===== src/rtl/hpb_pkg.sv =====
package hpb_pkg;

  localparam int HP_AW    = 3;
  localparam int HP_LANES = 3;

  // host byte map
  localparam logic [HP_AW-1:0] A_DLO   = 3'd0;
  localparam logic [HP_AW-1:0] A_DMID  = 3'd1;
  localparam logic [HP_AW-1:0] A_DHI   = 3'd2;
  localparam logic [HP_AW-1:0] A_SPARE = 3'd3;
  localparam logic [HP_AW-1:0] A_STAT  = 3'd4;
  localparam logic [HP_AW-1:0] A_CTRL  = 3'd5;
  localparam logic [HP_AW-1:0] A_CVEC  = 3'd6;
  localparam logic [HP_AW-1:0] A_IVEC  = 3'd7;

  // host status bit positions
  localparam int HS_RXFULL  = 0;
  localparam int HS_TXEMPTY = 1;
  localparam int HS_READY   = 2;

  // DSP status bit positions
  localparam int DS_INFULL   = 0;
  localparam int DS_OUTEMPTY = 1;
  localparam int DS_CMD      = 2;
  localparam int DS_HF0      = 3;
  localparam int DS_HF1      = 4;

  // control byte flag positions (same as DSP side)
  localparam int CT_HF0 = 3;
  localparam int CT_HF1 = 4;

  localparam logic [7:0] CTRL_KEEP = 8'hFB;
  localparam logic [7:0] CVEC_KEEP = 8'h9F;
  localparam logic [7:0] CVEC_INIT = 8'h12;
  localparam logic [7:0] IVEC_INIT = 8'h0F;
  localparam int         CVEC_GO   = 7;

  typedef struct packed {
    logic rx_full;    // host receive bytes hold an unread word
    logic tx_empty;   // host transmit bytes may be overwritten
    logic in_full;    // DSP receive word not yet taken
    logic out_empty;  // DSP transmit word already moved
  } hpb_flags_t;

endpackage


===== src/rtl/hpb_tx_lanes.sv =====
module hpb_tx_lanes
  import hpb_pkg::*;
#(
  parameter int BYTE_W = 8,
  parameter int WORD_W = BYTE_W * HP_LANES
) (
  input  logic              clk,
  input  logic              rst,
  input  logic              wr,
  input  logic [HP_AW-1:0]  addr,
  input  logic [BYTE_W-1:0] wdata,
  output logic [WORD_W-1:0] word_o
);

  logic [BYTE_W-1:0] lane_q [HP_LANES];

  for (genvar i = 0; i < HP_LANES; i++) begin : g_lane
    logic hit;
    assign hit = wr && (addr == HP_AW'(i));

    always_ff @(posedge clk) begin
      if (rst) begin
        lane_q[i] <= '0;
      end else if (hit) begin
        lane_q[i] <= wdata;
      end
    end

    // bypass so a low-byte commit sees its own byte
    assign word_o[i*BYTE_W +: BYTE_W] = hit ? wdata : lane_q[i];
  end

endmodule


===== src/rtl/hpb_handshake.sv =====
module hpb_handshake
  import hpb_pkg::*;
#(
  parameter int WORD_W = 24
) (
  input  logic              clk,
  input  logic              rst,
  input  logic              host_commit,
  input  logic              host_take,
  input  logic              dsp_take,
  input  logic              dsp_give,
  input  logic [WORD_W-1:0] tx_word,
  input  logic [WORD_W-1:0] dsp_word,
  output hpb_flags_t        flags_o,
  output logic [WORD_W-1:0] host_rx_word,
  output logic [WORD_W-1:0] dsp_rx_word
);

  hpb_flags_t        f_q, f_n;
  logic [WORD_W-1:0] hrx_q, hrx_n;
  logic [WORD_W-1:0] drx_q, drx_n;
  logic [WORD_W-1:0] dtx_q, dtx_n;

  always_comb begin
    f_n   = f_q;
    hrx_n = hrx_q;
    drx_n = drx_q;
    dtx_n = dtx_q;

    // first the events of this cycle
    if (host_commit) f_n.tx_empty = 1'b0;
    if (host_take)   f_n.rx_full  = 1'b0;
    if (dsp_take)    f_n.in_full  = 1'b0;
    if (dsp_give) begin
      f_n.out_empty = 1'b0;
      dtx_n         = dsp_word;
    end

    // then both transfer conditions on the updated flags
    if (!f_n.tx_empty && !f_n.in_full) begin
      drx_n        = tx_word;
      f_n.in_full  = 1'b1;
      f_n.tx_empty = 1'b1;
    end
    if (!f_n.rx_full && !f_n.out_empty) begin
      hrx_n         = dtx_n;
      f_n.out_empty = 1'b1;
      f_n.rx_full   = 1'b1;
    end
  end

  always_ff @(posedge clk) begin
    if (rst) begin
      f_q   <= '{rx_full: 1'b0, tx_empty: 1'b1, in_full: 1'b0, out_empty: 1'b1};
      hrx_q <= '0;
      drx_q <= '0;
      dtx_q <= '0;
    end else begin
      f_q   <= f_n;
      hrx_q <= hrx_n;
      drx_q <= drx_n;
      dtx_q <= dtx_n;
    end
  end

  assign flags_o      = f_q;
  assign host_rx_word = hrx_q;
  assign dsp_rx_word  = drx_q;

endmodule


===== src/rtl/hpb_loader.sv =====
module hpb_loader #(
  parameter int WORD_W     = 24,
  parameter int BOOT_WORDS = 512,
  parameter int BOOT_AW    = (BOOT_WORDS > 1) ? $clog2(BOOT_WORDS) : 1
) (
  input  logic               clk,
  input  logic               rst,
  input  logic               commit,
  input  logic [WORD_W-1:0]  word,
  output logic               running,
  output logic               we,
  output logic [BOOT_AW-1:0] addr,
  output logic [WORD_W-1:0]  data
);

  localparam logic [BOOT_AW-1:0] LAST = BOOT_AW'(BOOT_WORDS - 1);

  logic [BOOT_AW-1:0] cnt_q;
  logic               take;

  assign take = commit && !running;

  always_ff @(posedge clk) begin
    if (rst) begin
      cnt_q   <= '0;
      running <= 1'b0;
      we      <= 1'b0;
      addr    <= '0;
      data    <= '0;
    end else begin
      we <= take;
      if (take) begin
        addr  <= cnt_q;
        data  <= word;
        cnt_q <= cnt_q + 1'b1;
        if (cnt_q == LAST) running <= 1'b1;
      end
    end
  end

endmodule


===== src/rtl/hpb_host_regs.sv =====
module hpb_host_regs
  import hpb_pkg::*;
#(
  parameter int BYTE_W = 8,
  parameter int WORD_W = BYTE_W * HP_LANES
) (
  input  logic              clk,
  input  logic              rst,
  input  logic              wr,
  input  logic              rd,
  input  logic [HP_AW-1:0]  addr,
  input  logic [BYTE_W-1:0] wdata,
  input  logic [WORD_W-1:0] rx_word,
  input  hpb_flags_t        flags,
  output logic [BYTE_W-1:0] rdata,
  output logic [1:0]        hf,
  output logic              cmd_pending
);

  logic [BYTE_W-1:0] ctrl_q, cvec_q, ivec_q, stat_b, rd_mux;

  always_ff @(posedge clk) begin
    if (rst) begin
      ctrl_q      <= '0;
      cvec_q      <= BYTE_W'(CVEC_INIT);
      ivec_q      <= BYTE_W'(IVEC_INIT);
      cmd_pending <= 1'b0;
    end else if (wr) begin
      case (addr)
        A_CTRL: ctrl_q <= wdata & BYTE_W'(CTRL_KEEP);
        A_CVEC: begin
          cvec_q <= wdata & BYTE_W'(CVEC_KEEP);
          if (wdata[CVEC_GO]) cmd_pending <= 1'b1;
        end
        A_IVEC: ivec_q <= wdata;
        default: ;
      endcase
    end
  end

  assign hf = {ctrl_q[CT_HF1], ctrl_q[CT_HF0]};

  always_comb begin
    stat_b             = '0;
    stat_b[HS_RXFULL]  = flags.rx_full;
    stat_b[HS_TXEMPTY] = flags.tx_empty;
    stat_b[HS_READY]   = flags.tx_empty & ~flags.in_full;
  end

  always_comb begin
    case (addr)
      A_DLO:   rd_mux = rx_word[0*BYTE_W +: BYTE_W];
      A_DMID:  rd_mux = rx_word[1*BYTE_W +: BYTE_W];
      A_DHI:   rd_mux = rx_word[2*BYTE_W +: BYTE_W];
      A_STAT:  rd_mux = stat_b;
      A_CTRL:  rd_mux = ctrl_q;
      A_CVEC:  rd_mux = cvec_q;
      A_IVEC:  rd_mux = ivec_q;
      default: rd_mux = '0;
    endcase
  end

  always_ff @(posedge clk) begin
    if (rst) begin
      rdata <= '0;
    end else if (rd) begin
      rdata <= rd_mux;
    end
  end

endmodule


===== src/rtl/hostport_bridge.sv =====
module hostport_bridge
  import hpb_pkg::*;
#(
  parameter int BYTE_W     = 8,
  parameter int WORD_W     = BYTE_W * HP_LANES,
  parameter int BOOT_WORDS = 512,
  parameter int BOOT_AW    = (BOOT_WORDS > 1) ? $clog2(BOOT_WORDS) : 1
) (
  input  logic               clk,
  input  logic               rst,
  input  logic [HP_AW-1:0]   h_addr,
  input  logic               h_wr,
  input  logic               h_rd,
  input  logic [BYTE_W-1:0]  h_wdata,
  output logic [BYTE_W-1:0]  h_rdata,
  input  logic               d_rd,
  input  logic               d_wr,
  input  logic [WORD_W-1:0]  d_wdata,
  output logic [WORD_W-1:0]  d_rx_data,
  output logic [BYTE_W-1:0]  d_status,
  output logic               running,
  output logic               boot_we,
  output logic [BOOT_AW-1:0] boot_addr,
  output logic [WORD_W-1:0]  boot_data
);

  logic [WORD_W-1:0] tx_word, host_rx_word;
  logic              lo_write, lo_read;
  hpb_flags_t        flags;
  logic [1:0]        hf;
  logic              cmd_pending;

  assign lo_write = h_wr && (h_addr == A_DLO);
  assign lo_read  = h_rd && (h_addr == A_DLO);

  hpb_tx_lanes #(.BYTE_W(BYTE_W), .WORD_W(WORD_W)) u_lanes (
    .clk    (clk),
    .rst    (rst),
    .wr     (h_wr),
    .addr   (h_addr),
    .wdata  (h_wdata),
    .word_o (tx_word)
  );

  hpb_loader #(.WORD_W(WORD_W), .BOOT_WORDS(BOOT_WORDS), .BOOT_AW(BOOT_AW)) u_loader (
    .clk     (clk),
    .rst     (rst),
    .commit  (lo_write),
    .word    (tx_word),
    .running (running),
    .we      (boot_we),
    .addr    (boot_addr),
    .data    (boot_data)
  );

  hpb_handshake #(.WORD_W(WORD_W)) u_hs (
    .clk          (clk),
    .rst          (rst),
    .host_commit  (lo_write && running),
    .host_take    (lo_read),
    .dsp_take     (d_rd),
    .dsp_give     (d_wr),
    .tx_word      (tx_word),
    .dsp_word     (d_wdata),
    .flags_o      (flags),
    .host_rx_word (host_rx_word),
    .dsp_rx_word  (d_rx_data)
  );

  hpb_host_regs #(.BYTE_W(BYTE_W), .WORD_W(WORD_W)) u_regs (
    .clk         (clk),
    .rst         (rst),
    .wr          (h_wr),
    .rd          (h_rd),
    .addr        (h_addr),
    .wdata       (h_wdata),
    .rx_word     (host_rx_word),
    .flags       (flags),
    .rdata       (h_rdata),
    .hf          (hf),
    .cmd_pending (cmd_pending)
  );

  always_comb begin
    d_status              = '0;
    d_status[DS_INFULL]   = flags.in_full;
    d_status[DS_OUTEMPTY] = flags.out_empty;
    d_status[DS_CMD]      = cmd_pending;
    d_status[DS_HF0]      = hf[0];
    d_status[DS_HF1]      = hf[1];
  end

endmodule


===== config.mk =====
export PLATFORM = sky130hd
export DESIGN_NAME = hostport_bridge
export DESIGN_NICKNAME = d
export VERILOG_FILES = /design/src/rtl/hpb_pkg.sv /design/src/rtl/hpb_tx_lanes.sv /design/src/rtl/hpb_handshake.sv /design/src/rtl/hpb_loader.sv /design/src/rtl/hpb_host_regs.sv /design/src/rtl/hostport_bridge.sv
export SDC_FILE = /design/constraint.sdc
export NUM_CORES = 1
export LEC_CHECK = 0
export BUFFER_PORTS_ARGS = -buffer_cell sky130_fd_sc_hd__buf_4
export CAP_MARGIN = 20
export CORE_ASPECT_RATIO = 0.7
export CORE_MARGIN = 2
export CORE_UTILIZATION = 56
export CTS_BUF_LIST = sky130_fd_sc_hd__clkbuf_16
export CTS_CLUSTER_SIZE = 24
export DETAILED_ROUTE_END_ITERATION = 8
export HOLD_SLACK_MARGIN = 0.06
export PLACE_DENSITY_LB_ADDON = 0.05
export SETUP_SLACK_MARGIN = 0.2
export SYNTH_ARGS = -nofsm -noshare
export SYNTH_HDL_FRONTEND = slang
export SYNTH_HIERARCHICAL = 1
export SYNTH_SLANG_ARGS = --single-unit

===== constraint.sdc =====
create_clock -name clk -period 1.6 [get_ports clk]
set_input_delay 0.08 -clock clk [delete_from_list [all_inputs] [get_ports clk]]
set_output_delay 0.08 -clock clk [all_outputs]
set_load 0.02 [all_outputs]

==> results of run 1 <==
per-layer routing:
metal,track usage,part of all wire
met1,0.425,0.48
met2,0.401,0.42
met3,0.0601,0.086
met4,0.0908,0.012
met5,0,0
critical path: cells and delay by family, from the launching register on:
family	cells	cell delay [ns]
simple gates	2	0.70
flops	1	0.44
compound gates	1	0.18
metrics by stage:
stage	power [mW]	util	TNS, ns	hold WS [ns]	cells
after detailed placement	5.69	0.637	-0.234	0.345	1005
final	9.52	0.710	0	0.0835	1073
after floorplan	5.39	-	0	0.184	769
after CTS	9.53	0.707	0	0.0663	1072
after global placement	5.66	0.637	0	0.346	1005
after global routing	9.80	0.710	0	0.0976	1073
flip-flops by register name, summed over array words and instances, names as in the netlist:
signal and flops:
u_loader/cnt_q 9, u_loader/we 1, u_regs/rdata 8, u_regs/ivec_q 8, u_hs/host_rx_word 24, u_hs/dtx_q 24, u_lanes/lane_q 24, u_regs/ctrl_q 7
u_loader/addr 9, u_loader/running 1, u_regs/cvec_q 6, u_regs/cmd_pending 1, u_hs/dsp_rx_word 24, u_loader/data 24, u_hs/flags_o 4
synth_stat cells (all sizes together) (6+ instances only):
cell type / n / area (um^2)
dfxtp: 150 / 3000
a22oi: 7 / 57.6
a211oi: 24 / 280
clkbuf: 29 / 109
a21oi: 104 / 524
mux2i: 36 / 360
nand2: 107 / 402
buf: 40 / 292
nor2b: 6 / 42.5
o21ai: 30 / 150
inv: 9 / 33.8
nor3: 18 / 105
nand3: 33 / 165
nand2b: 12 / 82.6
nand3b: 8 / 60.1
edfxtp: 24 / 721
nor2: 50 / 190
mux2: 29 / 357
final cells by class:
type | instances | share of cell area
sequential | 174 | 0.404
multi-input combinational | 517 | 0.354
timing repair buffer | 176 | 0.158
clock buffer | 18 | 0.0488
tap | 166 | 0.0225
clock inverter | 13 | 0.00949
inverter | 9 | 0.00366
cell families (layout without fill, tap and decap cells):
family                   Yosys count  after routing  share of synthesized area
buffers and inverters             78            216                     0.0588
AO/OA/AOI/OAI                    183            183                      0.160
adder cells (fa/ha/maj)            2              2                    0.00339
other                              1              3                   0.000508
AND/OR/NAND/NOR                  262            262                      0.174
flip-flops                       174            174                      0.504
multiplexers                      65             65                     0.0971
XOR/XNOR                           2              2                    0.00237
timing repair:
action / 4_1_cts / 5_1_grt
gates resized for setup: 2 / 10
hold endpoints to repair: 52 / 0
hold buffers: 36 / 0
buffers inserted: 0 / 1
endpoints found under the setup margin: 1 / 56
pin swaps: 0 / 3
worst max path at each step:
stage          slack, ns                            from                                to  cells after the start
2_1_floorplan       0.20                       h_addr[1]  u_hs/dsp_rx_word[4]$_SDFFE_PP0P_                      6
3_3_place_gp        0.01                       h_addr[1]    u_loader/cnt_q[7]$_SDFFE_PP0P_                      7
3_5_place_dp       -0.10                       h_addr[1]    u_loader/cnt_q[7]$_SDFFE_PP0P_                      7
4_1_cts             0.20   u_loader/running$_SDFFE_PP0P_  u_hs/dsp_rx_word[0]$_SDFFE_PP0P_                      5
5_1_grt             0.17  u_loader/cnt_q[4]$_SDFFE_PP0P_    u_loader/cnt_q[7]$_SDFFE_PP0P_                      3
6_report            0.20  u_loader/cnt_q[5]$_SDFFE_PP0P_    u_loader/cnt_q[7]$_SDFFE_PP0P_                      3
power groups by stage:
stage	clock network (mW)	logic (mW)	registers, mW
after floorplan	0	0.608	4.78
after global placement	0	0.884	4.78
after detailed placement	0	0.906	4.79
after CTS	3.86	0.984	4.69
after global routing	4.01	1.08	4.71
final	3.82	0.998	4.69
==> results.toml, run 1 <==
[job]
cap_violations = 0

[detailed_routing]
routed_wl_um = 19600
detail_route.wl_per_cell_um = 18.2
drt-initial-drc-count = 478
drt_pass1_iterations = 6
final_antenna_net_count = 0
drc = 0
viasPerCell = 5.78
num_vias = 6197

[timing]
rsz_0062_raised_after_global_routing = "true"
layout_worst_path_cycle_share = 0.876
tightestPinTransition_ns = 0.627
hold_violations = 0
finalSetupViolations = 0
fin_skew_ns = 0.0102
finalMaxSlewViolations = 0
timing.max_slew.rel_slack = 0.582
timing.final.ws_setup_ns = 0.198
fmax_mhz = 713
layout_min_cycle_time_ns = 1.40

[cells_and_area]
multi_input_logic_area_um2 = 3270
final_cell_mix = "sky130_fd_sc_hd__dfxtp_1, sky130_fd_sc_hd__buf_4, sky130_fd_sc_hd__nand2_1"
num_antenna_cells = 0
post_synthesis_to_final_layout_area_growth_pct = 25.0
layout-drive-gt1-share = 0.271
area_occupied_by_registers_um2 = 3730
finish.net_count = 938
layout.cells.most_common = "sky130_fd_sc_hd__dfxtp_1"
nFillCells = 1039
finalInstanceArea_um2 = 9230

[synth]
ys_async_sr_fraction = 0
netlist_area_um2 = 7380
syn_area_per_cell_um2 = 9.63
yosys_most_used_dff = "sky130_fd_sc_hd__dfxtp_1"
post_synth_inst_count = 767
synth_enable_flop_cells = 24
postSynthRegisterBits = 174
yosys_warnings = 6
synth_cell_types = 58
synth_seq_area_share = 0.504

[grt]
number_of_antenna_violations_at_the_first_check_in_global_routing = 0
largest_net_degree_at_the_start_of_global_routing = 58
total_congestion_overflow_after_global_routing = 0
globalRouteTotalUtil = 0.282
global_route_wire_length_before_repair_um = 31000
vias_in_the_first_global_route = 5839

[die]
io-pin-count = 116
fp.dieH_um = 100
chipWidth_um = 141
initial_cell_density_of_the_core = 0.568
rows = 35
die-area_um2 = 14100
fp.coreArea_um2 = 13000

[cts]
skew_pair_late_insertion_delay_ns = 0.42
root_buffer = "sky130_fd_sc_hd__clkbuf_16"
worst_setup_hold_path_clk_slew_ns = 0.07
clock_tree_from_tritoncts = "yes"
cts_inserted_buffers = 17
clock_sinks = 174
max_clock_buf_depth = 2
cts.htree.levels = 4

[placed_design]
placement.setup.worst_slack_ns = -0.105
placed_cell_area_um2 = 8290
portBuffers = 112
place_congestion = 0.920
place.detailed.hpwl_um = 13500

[setup_path]
ff2ff_path_depth = 3
crit-reg2reg-capture = "u_loader/cnt_q[7]$_SDFFE_PP0P_"
crit_path_end_kind = "flip-flop"
worstPathMaxFanout = 5
timing.critical_path.from_type = "flip-flop"
reg2reg_slack_ns = 0.20
timing.critical_path.required_ns = 1.95
path_cells = "nand4_2, or4_1, a21oi_1"
cp_slowest_cell = "sky130_fd_sc_hd__or4_1"
critPathArrivalTime_ns = 1.75
crit_type = "flip-flop to flip-flop"
crit-reg2reg-launch = "u_loader/cnt_q[5]$_SDFFE_PP0P_"
critPathMaxStageDelay_ns = 0.54

[power]
power_share_of_the_clock_group = 0.402
total_switching_power_mw = 2.42
static-leakage-power_nw = 3.69
p_comb_frac = 0.105
ir_drop_v = 0.000788
switching_share = 0.254
internal-power_mw = 7.10
sequentialPowerShare = 0.493
pwr_density_cell_nw_per_um2 = 1030

[worst_hold_path]
holdCritPathClass = "primary input to flip-flop"
hold_path.startpoint = "h_rd"
hold-path-endpoint = "u_regs/rdata[2]$_SDFFE_PP0P_"
min_path_cells = 3

[status]
run_status = "complete, no violations"
Note: power is estimated with default switching activity, not from simulation.
==> run 2, diff against run 1 <==
--- a/config.mk
+++ b/config.mk
@@ -11,3 +11,3 @@
 export CORE_MARGIN = 2
-export CORE_UTILIZATION = 56
+export CORE_UTILIZATION = 60
 export CTS_BUF_LIST = sky130_fd_sc_hd__clkbuf_16
==> constraint.sdc (replaced) <==
create_clock -name clk -period 1.7 [get_ports clk]
set_input_delay 0.255 -clock clk [delete_from_list [all_inputs] [get_ports clk]]
set_output_delay 0.255 -clock clk [all_outputs]
set_load 0.02 [all_outputs]
==> run 2 against run 1 <==
Sequential cell count stayed put. Register-to-register slack improved by 0.05 ns. Sequential power decreased by 5.8%. Maximum frequency decreased by 3.4%. Utilization grew 4.1 points. Die area decreased by 6.4%. Power fell by 4.0%. Hold slack better by 0.028 ns. Critical path depth grew 2. Highest routed layer unchanged.
==> results.toml, run 2 (same netlist as run 1, synthesis figures left out) <==
[detailed_routing]
drc = 0
final_antenna_net_count = 0
detail_route.wl_per_cell_um = 18.2
viasPerCell = 5.94
drt-initial-drc-count = 603
routed_wl_um = 18800
drt_pass1_iterations = 6
num_vias = 6126

[cts]
cts_inserted_buffers = 17
cts.repair.resized = 0
skew_pair_late_insertion_delay_ns = 0.42
clock_tree_from_tritoncts = "yes"
postCtsSetupBuffers = 0
max_clock_buf_depth = 2
worst_setup_hold_path_clk_slew_ns = 0.06
cts.hold.buffers_added = 0
root_buffer = "sky130_fd_sc_hd__clkbuf_16"
cts.htree.levels = 4
clock_sinks = 174

[timing]
fmax_mhz = 689
hold-worst-slack_ns = 0.111
finalSetupViolations = 0
layout_min_cycle_time_ns = 1.45
finalMaxSlewViolations = 0
hold_violations = 0
layout_worst_path_cycle_share = 0.853
timing.final.ws_setup_ns = 0.249
setup_total_negative_slack_ns = 0
rsz_0062_raised_after_global_routing = "false"
fin_skew_ns = 0.00719

[die]
initial_cell_density_of_the_core = 0.623
io-pin-count = 116
rows = 33
fp.dieH_um = 96.8
chipWidth_um = 137
fp.coreArea_um2 = 11900
die-area_um2 = 13200

[cells_and_area]
layout.cells.non_filler = 1032
layout-drive-gt1-share = 0.274
layout.cells.most_common = "sky130_fd_sc_hd__dfxtp_1"
nFillCells = 846
finalInstanceArea_um2 = 8890
final_cell_mix = "sky130_fd_sc_hd__dfxtp_1, sky130_fd_sc_hd__buf_4, sky130_fd_sc_hd__nand2_1"
post_synthesis_to_final_layout_area_growth_pct = 20.5
finish.net_count = 905
num_antenna_cells = 0

[setup_path]
crit_type = "flip-flop to flip-flop"
timing.critical_path.from_type = "flip-flop"
critPathArrivalTime_ns = 1.75
worstPathMaxFanout = 16
crit_path_end_kind = "flip-flop"
timing.critical_path.required_ns = 2.00

[grt]
globalRouteTotalUtil = 0.291
total_congestion_overflow_after_global_routing = 0
global_route_wire_length_before_repair_um = 29900
number_of_antenna_violations_at_the_first_check_in_global_routing = 0
vias_in_the_first_global_route = 5730
largest_net_degree_at_the_start_of_global_routing = 63

[placed_design]
placedCellCount = 1000
placement.setup.worst_slack_ns = -0.0534
placed_cell_area_um2 = 8310
place.detailed.hpwl_um = 13200
place_congestion = 0.893
portBuffers = 112

[job]
cap_violations = 0

[power]
ir_drop_v = 0.000835
pwr_density_cell_nw_per_um2 = 1030
static-leakage-power_nw = 3.58

[status]
run_status = "complete, no violations"

[worst_hold_path]
holdCritPathClass = "primary input to flip-flop"
[run 2: worst max-delay path, stage by stage (launching register included)]
cell and delay, ns:
sky130_fd_sc_hd__dfxtp_1 0.54, sky130_fd_sc_hd__and3_1 0.24, sky130_fd_sc_hd__nor2b_1 0.07, sky130_fd_sc_hd__buf_4 0.18, sky130_fd_sc_hd__o21ai_0 0.21, sky130_fd_sc_hd__a21oi_1 0.10
[run 2: area by class of cell]
type | instances | area, um^2 | share of cell area
sequential | 174 | 3720 | 0.419
inverter | 9 | 33.8 | 0.00380
timing repair buffer | 143 | 1110 | 0.125
clock buffer | 17 | 425 | 0.0478
clock inverter | 15 | 155 | 0.0174
tap | 157 | 196 | 0.0221
multi-input combinational | 517 | 3250 | 0.365
[run 2: per-stage QoR]
| step | total power [mW] | utilization |
|---|---|---|
| 6_report | 9.14 | 0.751 |
| 4_1_cts | 9.15 | 0.751 |
| 3_5_place_dp | 5.36 | 0.702 |
| 5_1_grt | 9.43 | 0.751 |
| 2_1_floorplan | 5.07 | - |
| 3_3_place_gp | 5.33 | 0.702 |
[run 2: layer usage]
metal  part of all wire  routed length [um]  vias up  track usage
met2               0.43                8000      299        0.405
li1                   -                   -     2870            -
met1               0.47                8790     2935        0.443
met5                  0                   0        -            0
met4              0.013                 235        0       0.0978
met3              0.094                1770       22       0.0629
[run 2: path summary, 6_finish.rpt]
| kind | startpoint | cells after the start | to | slack [ns] |
|---|---|---|---|---|
| worst max register to register | u_loader/running$_SDFFE_PP0P_ | 5 | u_hs/dsp_rx_word[0]$_SDFFE_PP0P_ | 0.25 |
| worst max-delay path | u_loader/running$_SDFFE_PP0P_ | 5 | u_hs/dsp_rx_word[0]$_SDFFE_PP0P_ | 0.25 |
| worst min-delay path | d_wdata[19] | 3 | u_hs/dtx_q[19]$_SDFF_PP0_ | 0.11 |
| worst min register to register | u_loader/addr[7]$_SDFFE_PP0P_ | 2 | u_loader/addr[7]$_SDFFE_PP0P_ | 0.46 |
[run 2: power by group]
part           switching (mW)  internal [mW]
sequential             0.0865           4.33
clock                    1.56           2.28
combinational           0.526          0.356
total                    2.17           6.97
==> run 3, diff against run 2 <==
Settings changed: BUFFER_PORTS_ARGS -buffer_cell sky130_fd_sc_hd__buf_4 to default, DONT_BUFFER_PORTS from default to 1, TNS_END_PERCENT from default to 10.
==> run 3 against run 2 <==
Utilization fell by 4.1 points. Power shrank 6.0%. The run now ends with hold timing left. Via count fell by 4.5%. Routed wire length increased by 0.14%. Largest cell class unchanged. Non-clock buffer count decreased by 72. Hold slack got worse by 0.17 ns. Clock skew grew 0.0046 ns. Global-route usage down 0.33 points. Critical path depth fell by 2. Die area unchanged. Sequential cell count is the same. Maximum frequency grew 1.7%.
==> results.toml, run 3 (same netlist as run 1, synthesis figures left out) <==
[timing]
fmax_mhz = 701
timing.max_slew.rel_slack = 0.644
setup_total_negative_slack_ns = 0
finalSetupViolations = 0
rsz_0062_raised_after_global_routing = "true"
finalMaxSlewViolations = 0
layout_min_cycle_time_ns = 1.43
hold_violations = 15
fin_skew_ns = 0.0118
hold-worst-slack_ns = -0.0540
layout_worst_path_cycle_share = 0.839
tightestPinTransition_ns = 0.532

[grt]
global_route_wire_length_before_repair_um = 29300
largest_net_degree_at_the_start_of_global_routing = 158
use_met3 = 0.110
total_congestion_overflow_after_global_routing = 0
met1_track_demand_over_resource_in_global_routing = 0.430
vias_in_the_first_global_route = 5515
grt-busiest-layer = "met1"
globalRouteTotalUtil = 0.287
groute.layer.met2.usage = 0.383
number_of_antenna_violations_at_the_first_check_in_global_routing = 0

[cts]
max_clock_buf_depth = 2
skew_pair_late_insertion_delay_ns = 0.42
cts_inserted_buffers = 17
clock_tree_from_tritoncts = "yes"
clock_sinks = 174
cts.htree.levels = 4
worst_setup_hold_path_clk_slew_ns = 0.07
cts.hold.buffers_added = 56
root_buffer = "sky130_fd_sc_hd__clkbuf_16"
postCtsSetupBuffers = 0

[cells_and_area]
num_antenna_cells = 0
nFillCells = 899
final_cell_mix = "sky130_fd_sc_hd__dfxtp_1, sky130_fd_sc_hd__nand2_1, sky130_fd_sc_hd__a21oi_1"
finish.net_count = 833
layout-drive-gt1-share = 0.143
area_occupied_by_registers_um2 = 3720
multi_input_logic_area_um2 = 3240
finalInstanceArea_um2 = 8410
post_synthesis_to_final_layout_area_growth_pct = 13.9
layout.cells.most_common = "sky130_fd_sc_hd__dfxtp_1"

[setup_path]
critPathArrivalTime_ns = 1.79
crit_path_end_kind = "flip-flop"
crit-reg2reg-launch = "u_regs/ctrl_q[4]$_SDFFE_PP0P_"
crit-reg2reg-capture = "u_regs/ctrl_q[4]$_SDFFE_PP0P_"
timing.critical_path.from_type = "flip-flop"
reg2reg_slack_ns = 0.27
path_cells = "mux2i_1, nor2_1, dlygate4sd3_1"
critPathMaxStageDelay_ns = 0.55
timing.critical_path.required_ns = 2.06
ff2ff_path_depth = 3
worstPathMaxFanout = 3
cp_slowest_cell = "sky130_fd_sc_hd__dfxtp_1"
crit_type = "flip-flop to flip-flop"

[die]
rows = 33
fp.coreArea_um2 = 11900
initial_cell_density_of_the_core = 0.623
io-pin-count = 116
chipWidth_um = 137
fp.dieH_um = 96.8
die-area_um2 = 13200

[detailed_routing]
viasPerCell = 6.10
drt-initial-drc-count = 561
num_vias = 5850
drc = 0
detail_route.wl_per_cell_um = 19.6
routed_wl_um = 18800
final_antenna_net_count = 0
drt_pass1_iterations = 5

[power]
totalPowerFinal_mw = 8.59
ir_drop_v = 0.000959
static-leakage-power_nw = 3.20
pwr_density_cell_nw_per_um2 = 1020

[placed_design]
place_congestion = 0.917
place.detailed.hpwl_um = 12200
portBuffers = 0
placed_cell_area_um2 = 7330

[job]
cap_violations = 0

[status]
failed_checks = "hold timing"
run_status = "complete, but fails checks"

[worst_hold_path]
holdCritPathClass = "primary input to flip-flop"
hold_path.startpoint = "rst"
hold-path-endpoint = "u_hs/host_rx_word[20]$_SDFFE_PP0P_"
min_path_cells = 1
## run 3: cell count changes in the layout (fill, tap and decap cells not counted), sizes merged
cell,previous run,this run
clkinv,7,4
clkinvlp,1,3
dlygate4sd3,0,56
inv,13,16
bufinv,3,0
buf,143,15
## run 3: worst max path at each step
stage                                        startpoint                                to  cells after the start
final                     u_regs/ctrl_q[4]$_SDFFE_PP0P_     u_regs/ctrl_q[4]$_SDFFE_PP0P_                      3
after detailed placement                      h_addr[1]    u_loader/cnt_q[5]$_SDFFE_PP0P_                      5
after global placement                        h_addr[1]    u_loader/cnt_q[5]$_SDFFE_PP0P_                      5
after global routing                          h_addr[1]     u_regs/ctrl_q[3]$_SDFFE_PP0P_                      4
after floorplan                               h_addr[1]  u_hs/dsp_rx_word[3]$_SDFFE_PP0P_                      6
after CTS                    u_hs/flags_o[0]$_SDFF_PP1_        u_hs/flags_o[3]$_SDFF_PP0_                      3
## run 3: layout make-up
cell class                      count  share of cell area
Timing Repair Buffer               71              0.0830
Sequential cell                   174               0.443
Tap cell                          157              0.0234
Inverter                            9             0.00402
Multi-Input combinational cell    517               0.385
Clock inverter                     14              0.0113
Clock buffer                       17              0.0506
## run 3: routing by layer
layer  up-vias  share of wire
met3        16           0.10
met5         -              0
met2       269           0.41
li1       2735              -
met4         0         0.0097
met1      2830           0.47
## run 3: metrics by stage
stage	util	worst slack [ns]	cells
after floorplan	-	0.128	769
after global placement	0.619	0.183	872
after detailed placement	0.619	0.122	872
after CTS	0.710	0.210	959
after global routing	0.710	0.181	959
final	0.710	0.273	959
## run 3: worst max-delay path: cells and delay by family, from the launching register on
family | cells | cell delay (ns)
DFF | 1 | 0.55
buffers and inverters | 1 | 0.55
muxes | 1 | 0.16
and+or+nand+nor | 1 | 0.11
## run 3: report_power, final
part	internal, mW	switching [mW]
Combinational	0.308	0.330
Clock	1.86	1.64
Sequential	4.33	0.123
## run 3: repair_timing
item,4_1_cts,5_1_grt
endpoints found under the hold margin,156,99
endpoints found under the setup margin,0,8
gates resized for setup,0,1
